--- src/rtl/atomic_mem_pkg.sv ---
`timescale 1ns/1ps
package atomic_mem_pkg;
  localparam int DATA_W = 64;
  localparam int LANES  = DATA_W / 8;

  typedef enum logic [1:0] {
    OP_READ   = 2'd0,
    OP_WRITE  = 2'd1,
    OP_INVAL  = 2'd2,
    OP_ATOMIC = 2'd3
  } op_e;
endpackage

--- src/rtl/amr_rst_sync.sv ---
`timescale 1ns/1ps
module amr_rst_sync (
  input  logic clk,
  input  logic rst_n,
  output logic rst_sync_n
);
  logic [1:0] stage_q;

  always_ff @(posedge clk or negedge rst_n) begin
    if (!rst_n) stage_q <= 2'b00;
    else        stage_q <= {stage_q[0], 1'b1};
  end

  assign rst_sync_n = stage_q[1];
endmodule

--- src/rtl/amr_exec.sv ---
`timescale 1ns/1ps
module amr_exec
  import atomic_mem_pkg::*;
#(
  parameter int ADDR_W = 8,
  parameter int BASE   = 64,
  parameter int WORDS  = 16,
  parameter int IDX_W  = 4
) (
  input  logic                active,
  input  logic [1:0]          op,
  input  logic                cond,
  input  logic [1:0]          size,
  input  logic [ADDR_W-1:0]   addr,
  input  logic [DATA_W-1:0]   wdata,
  input  logic [DATA_W-1:0]   cmp,
  input  logic                inhibit,
  input  logic [DATA_W-1:0]   rword,
  output logic [IDX_W-1:0]    idx,
  output logic                we,
  output logic [LANES-1:0]    bmask,
  output logic [DATA_W-1:0]   wword,
  output logic                err,
  output logic [DATA_W-1:0]   rdata
);
  localparam logic [ADDR_W:0]   SPAN_V = (ADDR_W+1)'(WORDS * LANES);
  localparam logic [ADDR_W-1:0] BASE_V = ADDR_W'(BASE);

  op_e               op_t;
  logic [ADDR_W-1:0] rel;
  logic              in_rng, aligned, size_ok, do_wr, cmp_hit;
  logic [2:0]        off, amask;
  logic [5:0]        sh;
  logic [DATA_W-1:0] szmask, old;
  logic [LANES-1:0]  lanes;

  always_comb begin
    op_t = op_e'(op);
    case (size)
      2'd0:    begin szmask = 64'h0000_0000_0000_00FF; lanes = 8'h01; amask = 3'd0; end
      2'd1:    begin szmask = 64'h0000_0000_0000_FFFF; lanes = 8'h03; amask = 3'd1; end
      2'd2:    begin szmask = 64'h0000_0000_FFFF_FFFF; lanes = 8'h0F; amask = 3'd3; end
      default: begin szmask = {DATA_W{1'b1}};          lanes = 8'hFF; amask = 3'd7; end
    endcase
    rel     = addr - BASE_V;
    in_rng  = (addr >= BASE_V) && ({1'b0, rel} < SPAN_V);
    aligned = (addr[2:0] & amask) == 3'd0;
    size_ok = !(op_t == OP_ATOMIC && cond && !size[1]);
    err     = !(in_rng && aligned && size_ok);
    off     = addr[2:0];
    sh      = {off, 3'b000};
    old     = (rword >> sh) & szmask;
    cmp_hit = old == (cmp & szmask);
    wword   = (wdata & szmask) << sh;
    bmask   = lanes << off;
    idx     = rel[IDX_W+2:3];
    case (op_t)
      OP_WRITE:  do_wr = !inhibit;
      OP_ATOMIC: do_wr = !cond || cmp_hit;
      default:   do_wr = 1'b0;
    endcase
    we    = active && !err && do_wr;
    rdata = (err || op_t == OP_WRITE || op_t == OP_INVAL) ? '0 : old;
  end
endmodule

--- src/rtl/amr_store.sv ---
`timescale 1ns/1ps
module amr_store
  import atomic_mem_pkg::*;
#(
  parameter int WORDS     = 16,
  parameter int IDX_W     = 4,
  parameter bit ZERO_INIT = 1'b1
) (
  input  logic               clk,
  input  logic               rst_n,
  input  logic [IDX_W-1:0]   idx,
  input  logic               we,
  input  logic [LANES-1:0]   bmask,
  input  logic [DATA_W-1:0]  wword,
  output logic [DATA_W-1:0]  rword
);
  logic [DATA_W-1:0] mem_q [WORDS];
  logic [DATA_W-1:0] merged;
  logic              idx_ok;

  always_comb begin
    idx_ok = {1'b0, idx} < (IDX_W+1)'(WORDS);
    rword  = idx_ok ? mem_q[idx] : '0;
    merged = rword;
    for (int b = 0; b < LANES; b++)
      if (bmask[b]) merged[b*8 +: 8] = wword[b*8 +: 8];
  end

  generate
    if (ZERO_INIT) begin : g_clear
      always_ff @(posedge clk or negedge rst_n) begin
        if (!rst_n) begin
          for (int w = 0; w < WORDS; w++) mem_q[w] <= '0;
        end else if (we && idx_ok) begin
          mem_q[idx] <= merged;
        end
      end
    end else begin : g_keep
      always_ff @(posedge clk) begin
        if (we && idx_ok) mem_q[idx] <= merged;
      end
    end
  endgenerate
endmodule

--- src/rtl/amr_timer.sv ---
`timescale 1ns/1ps
module amr_timer
  import atomic_mem_pkg::*;
#(
  parameter int LATENCY = 3,
  parameter int CNT_W   = 2
) (
  input  logic              clk,
  input  logic              rst_n,
  input  logic              accept,
  input  logic              err_in,
  input  logic [DATA_W-1:0] data_in,
  output logic              idle,
  output logic              rsp_valid,
  output logic              rsp_err,
  output logic [DATA_W-1:0] rsp_data
);
  logic [CNT_W-1:0] cnt_q, cnt_nx;

  always_comb begin
    if (accept)            cnt_nx = CNT_W'(LATENCY);
    else if (cnt_q != '0)  cnt_nx = cnt_q - 1'b1;
    else                   cnt_nx = cnt_q;
  end

  always_ff @(posedge clk or negedge rst_n) begin
    if (!rst_n) cnt_q <= '0;
    else        cnt_q <= cnt_nx;
  end

  always_ff @(posedge clk or negedge rst_n) begin
    if (!rst_n) begin
      rsp_err  <= 1'b0;
      rsp_data <= '0;
    end else if (accept) begin
      rsp_err  <= err_in;
      rsp_data <= data_in;
    end
  end

  assign idle      = cnt_q == '0;
  assign rsp_valid = cnt_q == CNT_W'(1);
endmodule

--- src/rtl/atomic_mem_resp.sv ---
`timescale 1ns/1ps
module atomic_mem_resp
  import atomic_mem_pkg::*;
#(
  parameter int ADDR_W    = 8,
  parameter int BASE      = 64,
  parameter int WORDS     = 16,
  parameter int LATENCY   = 3,
  parameter bit ZERO_INIT = 1'b1
) (
  input  logic              clk,
  input  logic              rst_n,
  input  logic              req_valid,
  output logic              req_ready,
  input  logic [1:0]        req_op,
  input  logic              req_cond,
  input  logic [1:0]        req_size,
  input  logic [ADDR_W-1:0] req_addr,
  input  logic [63:0]       req_wdata,
  input  logic [63:0]       req_cmp,
  input  logic              wr_inhibit,
  output logic              rsp_valid,
  output logic              rsp_err,
  output logic [63:0]       rsp_data
);
  localparam int IDX_W = (WORDS > 1) ? $clog2(WORDS) : 1;
  localparam int CNT_W = $clog2(LATENCY + 1);

  logic              rst_sync_n, accept, mem_we, ex_err;
  logic [IDX_W-1:0]  mem_idx;
  logic [LANES-1:0]  mem_bmask;
  logic [DATA_W-1:0] mem_wword, mem_rword, ex_rdata;

  assign accept = req_valid && req_ready;

  amr_rst_sync u_rst (.clk(clk), .rst_n(rst_n), .rst_sync_n(rst_sync_n));

  amr_exec #(.ADDR_W(ADDR_W), .BASE(BASE), .WORDS(WORDS), .IDX_W(IDX_W)) u_exec (
    .active(accept), .op(req_op), .cond(req_cond), .size(req_size),
    .addr(req_addr), .wdata(req_wdata), .cmp(req_cmp), .inhibit(wr_inhibit),
    .rword(mem_rword), .idx(mem_idx), .we(mem_we), .bmask(mem_bmask),
    .wword(mem_wword), .err(ex_err), .rdata(ex_rdata)
  );

  amr_store #(.WORDS(WORDS), .IDX_W(IDX_W), .ZERO_INIT(ZERO_INIT)) u_store (
    .clk(clk), .rst_n(rst_sync_n), .idx(mem_idx), .we(mem_we),
    .bmask(mem_bmask), .wword(mem_wword), .rword(mem_rword)
  );

  amr_timer #(.LATENCY(LATENCY), .CNT_W(CNT_W)) u_timer (
    .clk(clk), .rst_n(rst_sync_n), .accept(accept), .err_in(ex_err),
    .data_in(ex_rdata), .idle(req_ready), .rsp_valid(rsp_valid),
    .rsp_err(rsp_err), .rsp_data(rsp_data)
  );
endmodule

--- config.mk ---
export PLATFORM = sky130hd
export DESIGN_NAME = atomic_mem_resp
export DESIGN_NICKNAME = d
export VERILOG_FILES = /design/src/rtl/atomic_mem_pkg.sv /design/src/rtl/amr_rst_sync.sv /design/src/rtl/amr_exec.sv /design/src/rtl/amr_store.sv /design/src/rtl/amr_timer.sv /design/src/rtl/atomic_mem_resp.sv
export SDC_FILE = /design/constraint.sdc
export NUM_CORES = 2
export LEC_CHECK = 0
export ABC_AREA = 1
export ABC_CLOCK_PERIOD_IN_PS = 70900
export BUFFER_PORTS_ARGS = -buffer_cell sky130_fd_sc_hd__buf_2
export CORE_ASPECT_RATIO = 0.9
export CORE_MARGIN = 2
export CORE_UTILIZATION = 25
export DETAILED_ROUTE_END_ITERATION = 16
export REMOVE_ABC_BUFFERS = 1
export SKIP_CTS_REPAIR_TIMING = 1
export SLEW_MARGIN = 20
export SYNTH_ARGS = -nofsm -noshare
export SYNTH_HDL_FRONTEND = slang
export SYNTH_SLANG_ARGS = --single-unit
--- constraint.sdc ---
create_clock -name clk -period 70.9 [get_ports clk]
set_clock_uncertainty 0.05 [all_clocks]
set_input_delay 14.18 -clock clk [delete_from_list [all_inputs] [get_ports clk]]
set_output_delay 14.18 -clock clk [all_outputs]
set_load 0.01 [all_outputs]
# Word-level counts from Yosys, hierarchy flattened
# Index checks and enable logic that the tools add are counted.
# op_classes
multipliers,0
shifts,3
eq_ne,7
muxes,21
bitwise_logic,5
div,0
magnitude_cmp,4
reduce_logical,22
n_addsub,2
# ops
op,count
1024-bit bitwise mux,1
64-bit binary-select mux with 4-bit select,1
64-bit demux with 4-bit select,1
64-bit two-way mux,4
64-bit AND,3
64-bit one-hot mux with 3 select lines,1
64-bit == test,1
8-bit two-way mux,8
64-bit by 6-bit left shift with 64-bit output,1
64-bit by 6-bit >> shifter with 64-bit output,1
8-bit one-hot mux with 3 select lines,1
1-bit logical AND,9
3-bit one-hot mux with 3 select lines,1
8-bit by 7-bit >= comparator with 1-bit output (second input constant),1
8-bit < comparator (second input constant),1
8-bit by 3-bit left shift with 8-bit output,1
8-bit by 7-bit subtractor with 8-bit output (second input constant),1
2-bit by 1-bit == test with 1-bit output (second input constant),3
2-bit == test (second input constant),3
5-bit >= comparator (second input constant),1
1-bit zero test,5
5-bit by 1-bit < comparator with 1-bit output (second input constant),1
4-bit inverter with 5-bit output,1
2-bit zero test,2
7 further kinds,11
# totals
mem_count,0
mem_bits_ro,0
latch_bits,0
output_inout_bits,67
regBits,1093
ram_bits,0
word_cells,84
in_bits,145

# Longest topological paths before layout
# logic_depth
depth_word,11
ltp_mapped,33
ltp_nobuf,28

# Cells and area by module
# From an unflattened synthesis, not the netlist that was laid out.
# unflattened
cells_unflattened,9255
hier_area_um2,62329.8
# modules_own_cells
mod,instances,seq_area_each_um2,area_each_um2,cells_each
amr_store,1,25624.6,54173.2,7699
amr_exec,1,0.0,5527.8,1262
amr_timer,1,1676.6,2567.5,289
amr_rst_sync,1,50.0,53.8,3
atomic_mem_resp,1,0.0,7.5,2

# Least setup slack after synthesis
# Ideal clock, no wire load.
# synth_timing
path_kind,in2reg
startpoint,input port req_addr[4]
endpoint,register u_store.mem_q[121] (netlist bit)
t_arrival_ns,16.816
stages,26
t_required_ns,70.731
n_path_buf,5
setup_time_ns,0.119
slack_ns,53.915
cell_sequence,buf_4 -> nand2_4 -> inv_2 -> buf_6 -> buf_2 -> a22oi_1 -> a21oi_1 -> or2_1 -> nor2_1 -> nand2_1 -> nand3_1 -> nand3_1 -> nand3b_1 -> nand2_1 -> nor2_1 -> nand2_1 -> nor2_1 -> nand2_1 -> nand2_1 -> nand2_1 -> nand2_4 -> buf_12 -> nand3_4 -> buf_6 -> nand2_1 -> nand2_1
# synth_via
elab_chain_cells,11
elab_cells_between_ends,24
cone_classes,add/sub (1); order compare (4); eq/ne (1); shift (1); mux (8); bitwise (2); reduce/logical (7)
# synth_rtl
element,line_no,text
"start, declared",atomic_mem_resp.sv:18,"input logic [ADDR_W-1:0] req_addr,"
8-bit by 7-bit subtractor with 8-bit output,amr_exec.sv:45,rel = addr - BASE_V;
4-bit inverter with 5-bit output (not written as such),"amr_store.sv:23, amr_store.sv:35",
64-bit binary-select mux with 4-bit select,amr_store.sv:23,rword = idx_ok ? mem_q[idx] : '0;
64-bit two-way mux (not written as such) (2 in a row),amr_store.sv:23,
64-bit by 6-bit >> shifter with 64-bit output,amr_exec.sv:52,old = (rword >> sh) & szmask;
64-bit AND,amr_exec.sv:52,
64-bit == test,amr_exec.sv:53,cmp_hit = old == (cmp & szmask);
1-bit logical OR,amr_exec.sv:59,OP_ATOMIC: do_wr = !cond || cmp_hit;
1-bit one-hot mux with 2 select lines,amr_exec.sv:57,case (op_t)
1-bit logical AND,amr_exec.sv:62,we = active && !err && do_wr;
"end signal, assigned by index",amr_store.sv:35,mem_q[idx] <= merged;
"end, declared",amr_store.sv:17,logic [DATA_W-1:0] mem_q [WORDS];
# Several ways; a longest one is shown, not always the timed one. The select of a mux whose other input is x is not followed.
# A chain may end at the register's enable or synchronous reset.

# Worst setup path in the final report
# layout_timing
startpoint,input port req_addr[4]
endpoint,register u_store.mem_q[900] (netlist bit)
# Same word-level chain as after synthesis.

==> impl_metrics.ini <==
[setup_path]
end_kind = register
cp_common_cell = nand2_1
cp_slowest_stage_delay_ps = 1070
start_kind = input port
path_class = in -> reg
cp.required_ps = 71550
path_max_fanout = 200
critical_path.slowest_cell = nand3_4
worst-endpoint-arrival_ps = 25510

[final_layout]
post-route-cell-area_mm2 = 0.0681
area_delta_synth_final_pct = 12.5
fillers = 26500
multiInputGateArea_mm2 = 0.0292
final_net_count = 8475
drive_above_1_share_pct = 8.15
seqCellArea_mm2 = 0.0274

[floorplan]
rows = 171
coreArea_mm2 = 0.241
start_util_pct = 25.1
fp.dieW_um = 523
die_h_um = 471
die-area_mm2 = 0.246
pin_count = 212

[route]
routedWlPerCell_um = 24.2
dr_wl_met2_mm = 120
firstDrtPassIters = 8
vias = 62400
maxUsedRoutingLayer = met5
via_per_inst = 5.35
routed_wl_mm = 282
ant_nets = 0
drc = 0
wl_met1_mm = 104
first_iter_violations = 8999
wl_met3_mm = 32.1

[logic_synthesis]
syn_avg_cell_area_um2 = 7.07
synthCells = 8565
synth_seq_area_share_pct = 45.2
synth_area_mm2 = 0.0605
yosys_warnings = 0
synth_cell_types = 47
async_flop_share_pct = 100
ys_seq_elements = 1093
synth_edf_count = 0
dominantRegCellSynth = dfrtp_1

[global_route]
grt_max_degree = 201
grt_pass1_vias = 57600
antenna_found_initial = 29
grt_usage_pct = 22.3
grt_pass1_wl_mm = 410
overflow = 0

[power_and_ir_drop]
p_total_mw = 1.53
irDropWorstVdd_mv = 0.0182
p_per_area_mw_per_mm2 = 22.5
p_leak_nw = 36.2

[flow_run]
maxCapViolations = 0

[sta]
hold_viol = 0
drv_slew = 0
rsz0062_at_grt = no
fmax_mhz = 40.2
setup_viol = 0
relSlewSlack_pct = 12.2
whs_ps = 298
worst_pin_slew_ps = 1310
period_minus_slack_ps = 24860
final.period_utilization_pct = 35.1

[clocking]
clk_path_buf_depth = 3
clkSinkCount = 1093
cts-root-buf = clkbuf_16
clkTransAtPathRegs_ps = 60
cts_buffers = 130
clock_latency_ps = 830
cts_tree = done
htreeDepth = 4

[place]
globalplace.congestion = 0.962
dpl-instance-area_mm2 = 0.0637
portBuffers = 211
dpl.hpwl_mm = 163

[status]
status = finished clean

[hold_path]
hold_path.class = reg -> reg
flip-flops by register name, indices dropped and copies added, names as in the netlist:
signal,count
u_store.mem_q,1024
u_timer.rsp_data,64
u_rst.stage_q,2
u_timer.cnt_q,2
u_timer.rsp_err,1
power breakdown:
part	switching, mW	internal (mW)	total, mW
logic	0.157	0.0325	0.190
clock network	0.302	0.399	0.701
registers	0.00718	0.635	0.642
total	0.467	1.07	1.53
critical path: cells and delay by family:
kind	cells	cell delay, ps
buffers and inverters	7	4950
and+or+nand+nor	24	6070
routing by layer:
layer  global-route usage, %  up-vias
li1                        -    27700
met1                    27.5    29900
met2                    32.4     3836
met3                    6.34      939
met4                    17.8       30
met5                  0.0783        -
metrics by stage:
| stage | utilization [%] | TNS (ps) | std cells | setup slack (ps) |
|---|---|---|---|---|
| 6_report | 28.3 | 0 | 11700 | 46040 |
| 5_1_grt | 28.3 | 0 | 11600 | 46060 |
| 2_1_floorplan | - | -5141640 | 7797 | -12880 |
| 4_1_cts | 28.2 | 0 | 11600 | 46950 |
| 3_5_place_dp | 26.4 | 0 | 11400 | 46120 |
| 3_3_place_gp | 26.4 | 0 | 11400 | 46190 |
synth_stat cells, drive strengths merged (2+ instances only):
library cell	count	area [um^2]
a211oi	3	22.5
o211ai	14	105
dfrtp	1093	27400
nor3	11	55.1
o2111ai	2	17.5
o221ai	12	105
nand3b	8	60.1
o32ai	3	26.3
o31ai	7	52.6
o22ai	12	75.1
a31oi	16	100
clkbuf	390	1460
nand3	289	1640
o21ai	180	901
nand2	4599	17300
a22oi	39	293
nand4	1091	6830
nor2	205	792
buf	378	2330
or2	7	43.8
a32o	11	110
a21oi	63	315
ha	2	25.0
inv	121	457
cells by family (layout without fill, tap and decap cells):
family / after synthesis / in the layout / synth area share (%)
other: 1 / 24 / 0.00620
DFF: 1093 / 1093 / 45.2
xor gates and xnor gates: 1 / 1 / 0.0145
adders and majority gates: 2 / 2 / 0.0413
buffers and inverters: 890 / 755 / 7.03
and+or+nand+nor: 6211 / 6211 / 44.1
AOI/OAI and AO/OA: 367 / 367 / 3.59
path summary, 6_finish.rpt:
| kind | startpoint | endpoint | slack (ps) | cells after the start |
|---|---|---|---|---|
| max | req_addr[4] | u_store.mem_q[900] | 46040 | 31 |
| min | u_rst.stage_q[0] | u_rst.stage_q[1] | 300 | 0 |
| max reg2reg | u_store.mem_q[1016] | u_store.mem_q[900] | 61430 | 29 |
| min reg2reg | u_rst.stage_q[0] | u_rst.stage_q[1] | 300 | 0 |
| max in group asynchronous | rst_n | u_rst.stage_q[1] | 57590 | 1 |
| min in group asynchronous | u_rst.stage_q[1] | u_store.mem_q[38] | 390 | 0 |
cell type report:
class	instances	share of cell area [%]
inverters	122	0.724
well taps	3200	5.88
clock inverters	40	0.808
clock buffers	194	5.60
diodes	23	0.0845
flip-flops and latches	1093	40.2
multi-input cells	6582	42.9
repair buffers	399	3.81
layout by cell type (no fill, tap or decap), drive strengths merged, types with 2 or more instances in the layout:
cell type,n
nand3,289
o221ai,12
diode,23
a21oi,63
o22ai,12
o31ai,7
nor3,11
o21ai,180
clkinv,27
bufinv,6
dfrtp,1093
o32ai,3
inv,123
ha,2
nor2,205
nand4,1091
a211oi,3
a32o,11
buf,399
clkbuf,194
or2,7
nand3b,8
nand2,4599
a31oi,16
o2111ai,2
o211ai,14
clkinvlp,6
a22oi,39
No activity file was read; power rests on OpenSTA's default activity.
